==> config.mk <==
export PLATFORM = sky130hd
export DESIGN_NAME = crypto_irq_ctrl
export DESIGN_NICKNAME = d
export VERILOG_FILES = /design/src/rtl/cirq_pkg.sv /design/src/rtl/cirq_flag_bank.sv /design/src/rtl/cirq_irq_merge.sv /design/src/rtl/cirq_status_pack.sv /design/src/rtl/crypto_irq_ctrl.sv
export SDC_FILE = /design/constraint.sdc
export NUM_CORES = 1
export LEC_CHECK = 0
export BUFFER_PORTS_ARGS = -buffer_cell sky130_fd_sc_hd__buf_4
export CORE_ASPECT_RATIO = 2
export CORE_MARGIN = 3
export CORE_UTILIZATION = 32
export DETAILED_ROUTE_END_ITERATION = 6
export PLACE_DENSITY = 0.9
export SLEW_MARGIN = 20
export SYNTH_ARGS = -nofsm -noshare
export SYNTH_HDL_FRONTEND = slang
export SYNTH_SLANG_ARGS = --single-unit
==> constraint.sdc <==
create_clock -name clk -period 1.4 [get_ports clk]
set_input_delay 0.07 -clock clk [delete_from_list [all_inputs] [get_ports clk]]
set_output_delay 0.07 -clock clk [all_outputs]
set_load 0.03 [all_outputs]
==> src/rtl/cirq_pkg.sv <==
package cirq_pkg;
  localparam int NFLAG    = 4;
  // flag positions in enable, flag and clear words
  localparam int F_DONE   = 0;
  localparam int F_ACCERR = 1;
  localparam int F_KEYERR = 2;
  localparam int F_RNGERR = 3;
  // status word positions
  localparam int S_DONE   = 0;
  localparam int S_RDERR  = 1;
  localparam int S_WRERR  = 2;
  localparam int S_BUSY   = 3;
  localparam int S_KEYOK  = 7;
  localparam int S_MINW   = S_KEYOK + 1;
endpackage

==> src/rtl/cirq_flag_bank.sv <==
module cirq_flag_bank #(
  parameter int N = 4
) (
  input  logic         clk,
  input  logic         rst,
  input  logic [N-1:0] set_i,
  input  logic         clr_wr,
  input  logic [N-1:0] clr_mask,
  output logic [N-1:0] flag_d,
  output logic [N-1:0] flag_q
);
  for (genvar i = 0; i < N; i++) begin : g_flag
    // set has priority over a same-cycle clear
    assign flag_d[i] = set_i[i] | (flag_q[i] & ~(clr_wr & clr_mask[i]));

    always_ff @(posedge clk) begin
      if (rst) flag_q[i] <= 1'b0;
      else     flag_q[i] <= flag_d[i];
    end
  end
endmodule

==> src/rtl/cirq_irq_merge.sv <==
module cirq_irq_merge #(
  parameter int N = 4
) (
  input  logic         clk,
  input  logic         rst,
  input  logic [N-1:0] flag_d,
  input  logic [N-1:0] ien_d,
  output logic         irq_q
);
  logic [N-1:0] masked;
  assign masked = flag_d & ien_d;

  always_ff @(posedge clk) begin
    if (rst) irq_q <= 1'b0;
    else     irq_q <= |masked;
  end
endmodule

==> src/rtl/cirq_status_pack.sv <==
module cirq_status_pack
  import cirq_pkg::*;
#(
  parameter int REG_W = 32
) (
  input  logic             clk,
  input  logic             rst,
  input  logic             evt_rd,
  input  logic             evt_wr,
  input  logic             acc_clr,
  input  logic             busy_in,
  input  logic             key_ok_in,
  input  logic             done_flag,
  output logic [REG_W-1:0] sr_q
);
  logic rd_q, wr_q, busy_q, key_ok_q;

  always_ff @(posedge clk) begin
    if (rst) begin
      rd_q     <= 1'b0;
      wr_q     <= 1'b0;
      busy_q   <= 1'b0;
      key_ok_q <= 1'b0;
    end else begin
      rd_q     <= evt_rd | (rd_q & ~acc_clr);
      wr_q     <= evt_wr | (wr_q & ~acc_clr);
      busy_q   <= busy_in;
      key_ok_q <= key_ok_in;
    end
  end

  always_comb begin
    sr_q          = '0;
    sr_q[S_DONE]  = done_flag;
    sr_q[S_RDERR] = rd_q;
    sr_q[S_WRERR] = wr_q;
    sr_q[S_BUSY]  = busy_q;
    sr_q[S_KEYOK] = key_ok_q;
  end
endmodule

==> src/rtl/crypto_irq_ctrl.sv <==
module crypto_irq_ctrl
  import cirq_pkg::*;
#(
  parameter int REG_W = 32
) (
  input  logic             clk,
  input  logic             rst,
  input  logic             evt_done,
  input  logic             evt_rd_err,
  input  logic             evt_wr_err,
  input  logic             evt_key_err,
  input  logic             evt_rng_err,
  input  logic             core_busy,
  input  logic             core_key_ok,
  input  logic             ien_wr,
  input  logic [REG_W-1:0] ien_wdata,
  input  logic             clr_wr,
  input  logic [REG_W-1:0] clr_wdata,
  output logic [REG_W-1:0] ien_q,
  output logic [REG_W-1:0] isr_q,
  output logic [REG_W-1:0] sr_q,
  output logic             irq,
  output logic             rng_reload
);
  localparam int PADW = REG_W - NFLAG;

  logic [NFLAG-1:0] set_vec, clr_mask, flag_d, flag_q, ien_d, ien_r;
  logic             reload_q;
  logic             unused_hi;

  assign unused_hi = ^{clr_wdata[REG_W-1:NFLAG], ien_wdata[REG_W-1:NFLAG]};

  always_comb begin
    set_vec           = '0;
    set_vec[F_DONE]   = evt_done;
    set_vec[F_ACCERR] = evt_rd_err | evt_wr_err;
    set_vec[F_KEYERR] = evt_key_err;
    set_vec[F_RNGERR] = evt_rng_err;
  end

  assign clr_mask = clr_wdata[NFLAG-1:0];

  cirq_flag_bank #(.N(NFLAG)) u_flags (
    .clk      (clk),
    .rst      (rst),
    .set_i    (set_vec),
    .clr_wr   (clr_wr),
    .clr_mask (clr_mask),
    .flag_d   (flag_d),
    .flag_q   (flag_q)
  );

  assign ien_d = ien_wr ? ien_wdata[NFLAG-1:0] : ien_r;

  always_ff @(posedge clk) begin
    if (rst) begin
      ien_r    <= '0;
      reload_q <= 1'b0;
    end else begin
      ien_r    <= ien_d;
      reload_q <= clr_wr & clr_mask[F_RNGERR] & flag_q[F_RNGERR] & ~evt_rng_err;
    end
  end

  cirq_irq_merge #(.N(NFLAG)) u_irq (
    .clk    (clk),
    .rst    (rst),
    .flag_d (flag_d),
    .ien_d  (ien_d),
    .irq_q  (irq)
  );

  cirq_status_pack #(.REG_W(REG_W)) u_stat (
    .clk       (clk),
    .rst       (rst),
    .evt_rd    (evt_rd_err),
    .evt_wr    (evt_wr_err),
    .acc_clr   (clr_wr & clr_mask[F_ACCERR]),
    .busy_in   (core_busy),
    .key_ok_in (core_key_ok),
    .done_flag (flag_q[F_DONE]),
    .sr_q      (sr_q)
  );

  assign ien_q      = {{PADW{1'b0}}, ien_r};
  assign isr_q      = {{PADW{1'b0}}, flag_q};
  assign rng_reload = reload_q;
endmodule

# Yosys cells after proc, flatten, opt, wreduce, memory -nomap -nowiden
# Cells that the tools add are included.
# op_classes
muxes,1
bitwise,25
reduce_logical,1
# op_table
op,count
$and A1 B1 Y1,12
$or A1 B1 Y1,7
$not A1 Y1,5
$and A4 B4 Y4,1
$mux W4,1
$reduce_or A4 Y1,1
# word_totals
ff_bits,14
input_bits,75
out_inout_bits,98

# Longest topological paths before layout
# depth
depth_word,6
mapped_depth,3

# By module
# Synthesis repeated with hierarchy kept, for this count alone.
# unflattened
hier_cells,148
area_unflattened_um2,1234.9
# modules_own_cells
mod,instances,cells_each,area_per_inst_um2
crypto_irq_ctrl,1,74,616.8
cirq_status_pack,1,45,366.6
cirq_flag_bank,1,25,211.5
cirq_irq_merge,1,4,40.0

# Worst setup path after synthesis
# Ideal clock, no wire load.
# synth_path
path_kind,reg2reg
from,reg u_flags.flag_q[3]
to,reg u_irq.irq_q
setup_time_ns,0.077
arrival_time_ns,0.969
required_ns,1.323
setup_slack_ns,0.355
stages_incl_launch_ff,4
n_path_buf,0
synth_period_minus_slack_ns,1.045
cell_sequence,dfxtp_1 a21boi_1 o21ai_2 a41oi_2
# synth_via
elab_chain_len,4
# synth_lines
item,line_no,rtl
start: declaration,cirq_flag_bank.sv:10,output logic [N-1:0] flag_q
start signal: indexed assignment,cirq_flag_bank.sv:18,else flag_q[i] <= flag_d[i];
$and A1 B1 Y1,cirq_flag_bank.sv:14,assign flag_d[i] = set_i[i] | (flag_q[i] & ~(clr_wr & clr_mask[i]));
$or A1 B1 Y1,cirq_flag_bank.sv:14,
$and A4 B4 Y4,cirq_irq_merge.sv:11,assign masked = flag_d & ien_d;
$reduce_or A4 Y1,cirq_irq_merge.sv:15,else irq_q <= |masked;
end signal: assignment,cirq_irq_merge.sv:15,
end: declaration,cirq_irq_merge.sv:8,output logic irq_q
# No other way between the ends.
# A chain may end at the register's enable or synchronous reset.

# Worst setup path after layout
# layout_path
from,reg ien_r[0]
to,reg u_irq.irq_q
# layout_via
elab_chain_len,3
# layout_lines
item,line_no,rtl
start: declaration,crypto_irq_ctrl.sv:27,"logic [NFLAG-1:0] set_vec, clr_mask, flag_d, flag_q, ien_d, ien_r;"
start signal: assignment,crypto_irq_ctrl.sv:60,ien_r <= ien_d;
$mux W4,crypto_irq_ctrl.sv:53,assign ien_d = ien_wr ? ien_wdata[NFLAG-1:0] : ien_r;
$and A4 B4 Y4,cirq_irq_merge.sv:11,
$reduce_or A4 Y1,cirq_irq_merge.sv:15,
# No other way between the ends.

==> results.py <==
metrics = {
    "power": {
        "leakagePower_nw": 0.6551,
        "powerDensity_nw_per_um2": 1120,
        "vdd_drop_max_uv": 463.2,
        "finalPower_mw": 1.330,
    },
    "layout": {
        "utilization_pct": 34.01,
        "fillers": 357,
        "final_area_um2": 1187,
        "layout-drive-gt1-share_pct": 26.79,
        "syn_to_final_growth_pct": -0.2102,
        "n_antenna_cell": 0,
        "nets": 244,
    },
    "worst_setup_path": {
        "path_delay_family": "flip-flops",
        "r2r_end": "u_irq.irq_q$_SDFF_PP0_",
        "cp_num_buf_inv": 0,
        "cp_max_fo": 2,
        "r2r_start": "ien_r[0]$_SDFF_PP0_",
        "worst-setup-path-type": "flop to flop",
        "cp-start-kind": "flop",
        "max_stage_delay_ns": 0.31,
        "cp.required_ns": 1.51,
        "r2r_slack_ns": 0.46,
        "crit_arrival_ns": 1.05,
        "cp_cell_sequence": "mux2_1, o21ai_2, a41oi_2",
        "slowest_stage": "dfxtp_1",
        "end_kind": "flop",
        "rr_worst_depth": 3,
    },
    "die": {
        "die_y_um": 92.24,
        "die_area_um2": 4531,
        "core-area_um2": 3491,
        "num_rows": 30,
        "start_util_pct": 34.09,
        "fp.dieW_um": 49.12,
        "ios": 173,
    },
    "clock_network": {
        "clk-insertion-delay-late_ns": 0.24,
        "hold_buffers": 0,
        "cts_buffer_depth": 2,
        "cts.root.buffer_cell": "clkbuf_8",
        "htree_levels": 1,
        "tritoncts": "built",
        "numCtsBuffers": 3,
        "clock-sinks": 14,
        "cts_setup_buffers": 0,
        "clk_pin_slew_ns": 0.06,
        "cts_resized": 0,
    },
    "synth": {
        "synthXorXnorAreaFrac_pct": 0,
        "seq_area_frac_synth_pct": 23.55,
        "syn_area_um2": 1190,
        "ys_async_sr_fraction_pct": 0,
        "synth_top_area_share_pct": 56.15,
        "synth_top_cell_by_area": "buf_4",
        "synthAdderAreaFrac_pct": 0,
        "yosysMostFrequentCell": "buf_4",
        "ys.flop_type": "dfxtp_1",
        "yosysWarnings": 0,
        "synth_cell_types": 18,
        "synth-seq-cells": 14,
        "syn_avg_cell_area_um2": 8.560,
        "synth_top_family_by_area": "buffers and inverters",
        "synth-simple-area-share_pct": 7.781,
        "synth_common_cells": "buf_4 (89), dfxtp_1 (14), nor2_1 (10)",
        "synth_compound_area_share_pct": 7.992,
        "synth_edf_count": 0,
        "synth_mux_area_share_pct": 3.785,
        "synthTopCellsByArea": "buf_4 (56%), dfxtp_1 (24%), nor2_1 (3.2%)",
        "netlist_instances": 139,
    },
    "sta": {
        "final.setup.tns_ns": 0,
        "max_clock_freq_ghz": 1.066,
        "hold_ws_ns": 0.03973,
        "rsz0062_at_grt": "false",
        "hold_viol": 0,
        "fin_crit_ns": 0.9377,
        "drv_slew": 0,
        "finalSetupViolations": 0,
        "period_share_pct": 66.98,
        "finalClockSkew_ns": 0.001759,
    },
    "route": {
        "dr_total_vias": 723,
        "ant_nets": 0,
        "drt-initial-drc-count": 5,
        "via_per_inst": 3.347,
        "drc": 0,
        "drt_wl_total_um": 2018,
        "avgRoutedWirePerCell_um": 9.343,
        "firstDrtPassIters": 2,
    },
    "placement": {
        "dpl_cell_area_um2": 1132,
        "gp_congestion": 0.6420,
        "port_buffers": 33,
        "dp_hpwl_um": 1780,
    },
    "grt": {
        "grt_util_all_layers_pct": 8.524,
        "grt_max_degree": 15,
        "grt_pass1_vias": 589,
        "grt_overflow": 0,
        "antenna_found_initial": 0,
        "grt_pass1_wl_um": 2946,
    },
    "hold_path": {
        "min_to": "u_stat.busy_q$_SDFF_PP0_",
        "min_from": "core_busy",
        "hold_path.class": "primary input to flop",
        "hold_depth": 2,
    },
    "run_status": {
        "status": "finished, final reports clean",
    },
    "run": {
        "maxCapViolCount": 0,
    },
}
[placed cells by master, fill, tap and decap left out]
cell type,count
a21boi_1,3
a21boi_2,1
a21oi_1,2
a41oi_2,1
buf_4,33
clkbuf_8,4
conb_1,83
dfxtp_1,14
mux2_1,1
mux2_2,3
nand2_1,1
nand4b_1,1
nor2_1,10
nor2b_1,6
nor3_1,1
o21ai_1,1
o21ai_2,2
o31ai_2,1
[worst reg2reg max path: stages, from the launching register on]
cell and delay [ns]:
dfxtp_1 0.31, mux2_1 0.31, o21ai_2 0.08, a41oi_2 0.12
[per-layer routing]
metal	up-vias	wire length (um)	track usage (%)
li1	323	-	-
met1	297	630	9.316
met2	101	934	14.69
met3	2	428	2.276
met4	0	25	4.276
met5	-	0	0
[power by group]
| part | leakage (nW) | switching [mW] | total [mW] | internal [mW] |
|---|---|---|---|---|
| Clock | 0.0288 | 0.141 | 0.390 | 0.249 |
| Sequential | 0.116 | 0.0116 | 0.436 | 0.424 |
| Combinational | 0.510 | 0.407 | 0.504 | 0.0968 |
| Total | 0.655 | 0.560 | 1.33 | 0.770 |
[layout make-up]
cell class	count	area [um2]	share of cell area (%)
repair buffers	33	247.7	20.86
well taps	48	60.06	5.058
clock buffers	4	55.05	4.636
flip-flops and latches	14	280.3	23.60
multi-input cells	117	544.3	45.84
[registers in the layout, summed over array words and instances (netlist names)]
name,cells
u_stat.key_ok_q,1
u_stat.wr_q,1
ien_r,4
u_stat.busy_q,1
rng_reload,1
u_irq.irq_q,1
u_flags.flag_q,4
u_stat.rd_q,1
[through the flow]
| stage | std cells | worst slack [ns] |
|---|---|---|
| 6_report | 216 | 0.4623 |
| 5_1_grt | 216 | 0.3936 |
| 4_1_cts | 216 | 0.4523 |
| 3_5_place_dp | 212 | 0.4604 |
| 3_3_place_gp | 212 | 0.4642 |
| 2_1_floorplan | 221 | 0.3547 |
[cells by family (layout without fill, tap and decap cells)]
kind of cell,after synthesis,after routing
mux,4,4
simple gates,19,19
compound gates,11,11
flops,14,14
buf+inv,90,37
other cells,1,83
[how the worst max path moves through the flow]
stage	start	to	slack [ns]	cells after the start
2_1_floorplan	u_flags.flag_q[3]$_SDFF_PP0_	u_irq.irq_q$_SDFF_PP0_	0.35	3
3_3_place_gp	u_flags.flag_q[1]$_SDFF_PP0_	u_irq.irq_q$_SDFF_PP0_	0.46	3
5_1_grt	ien_r[2]$_SDFF_PP0_	u_irq.irq_q$_SDFF_PP0_	0.39	3
3_5_place_dp	ien_r[2]$_SDFF_PP0_	u_irq.irq_q$_SDFF_PP0_	0.46	3
4_1_cts	ien_r[2]$_SDFF_PP0_	u_irq.irq_q$_SDFF_PP0_	0.45	3
6_report	ien_r[0]$_SDFF_PP0_	u_irq.irq_q$_SDFF_PP0_	0.46	3
(Power assumes the default switching activity.)
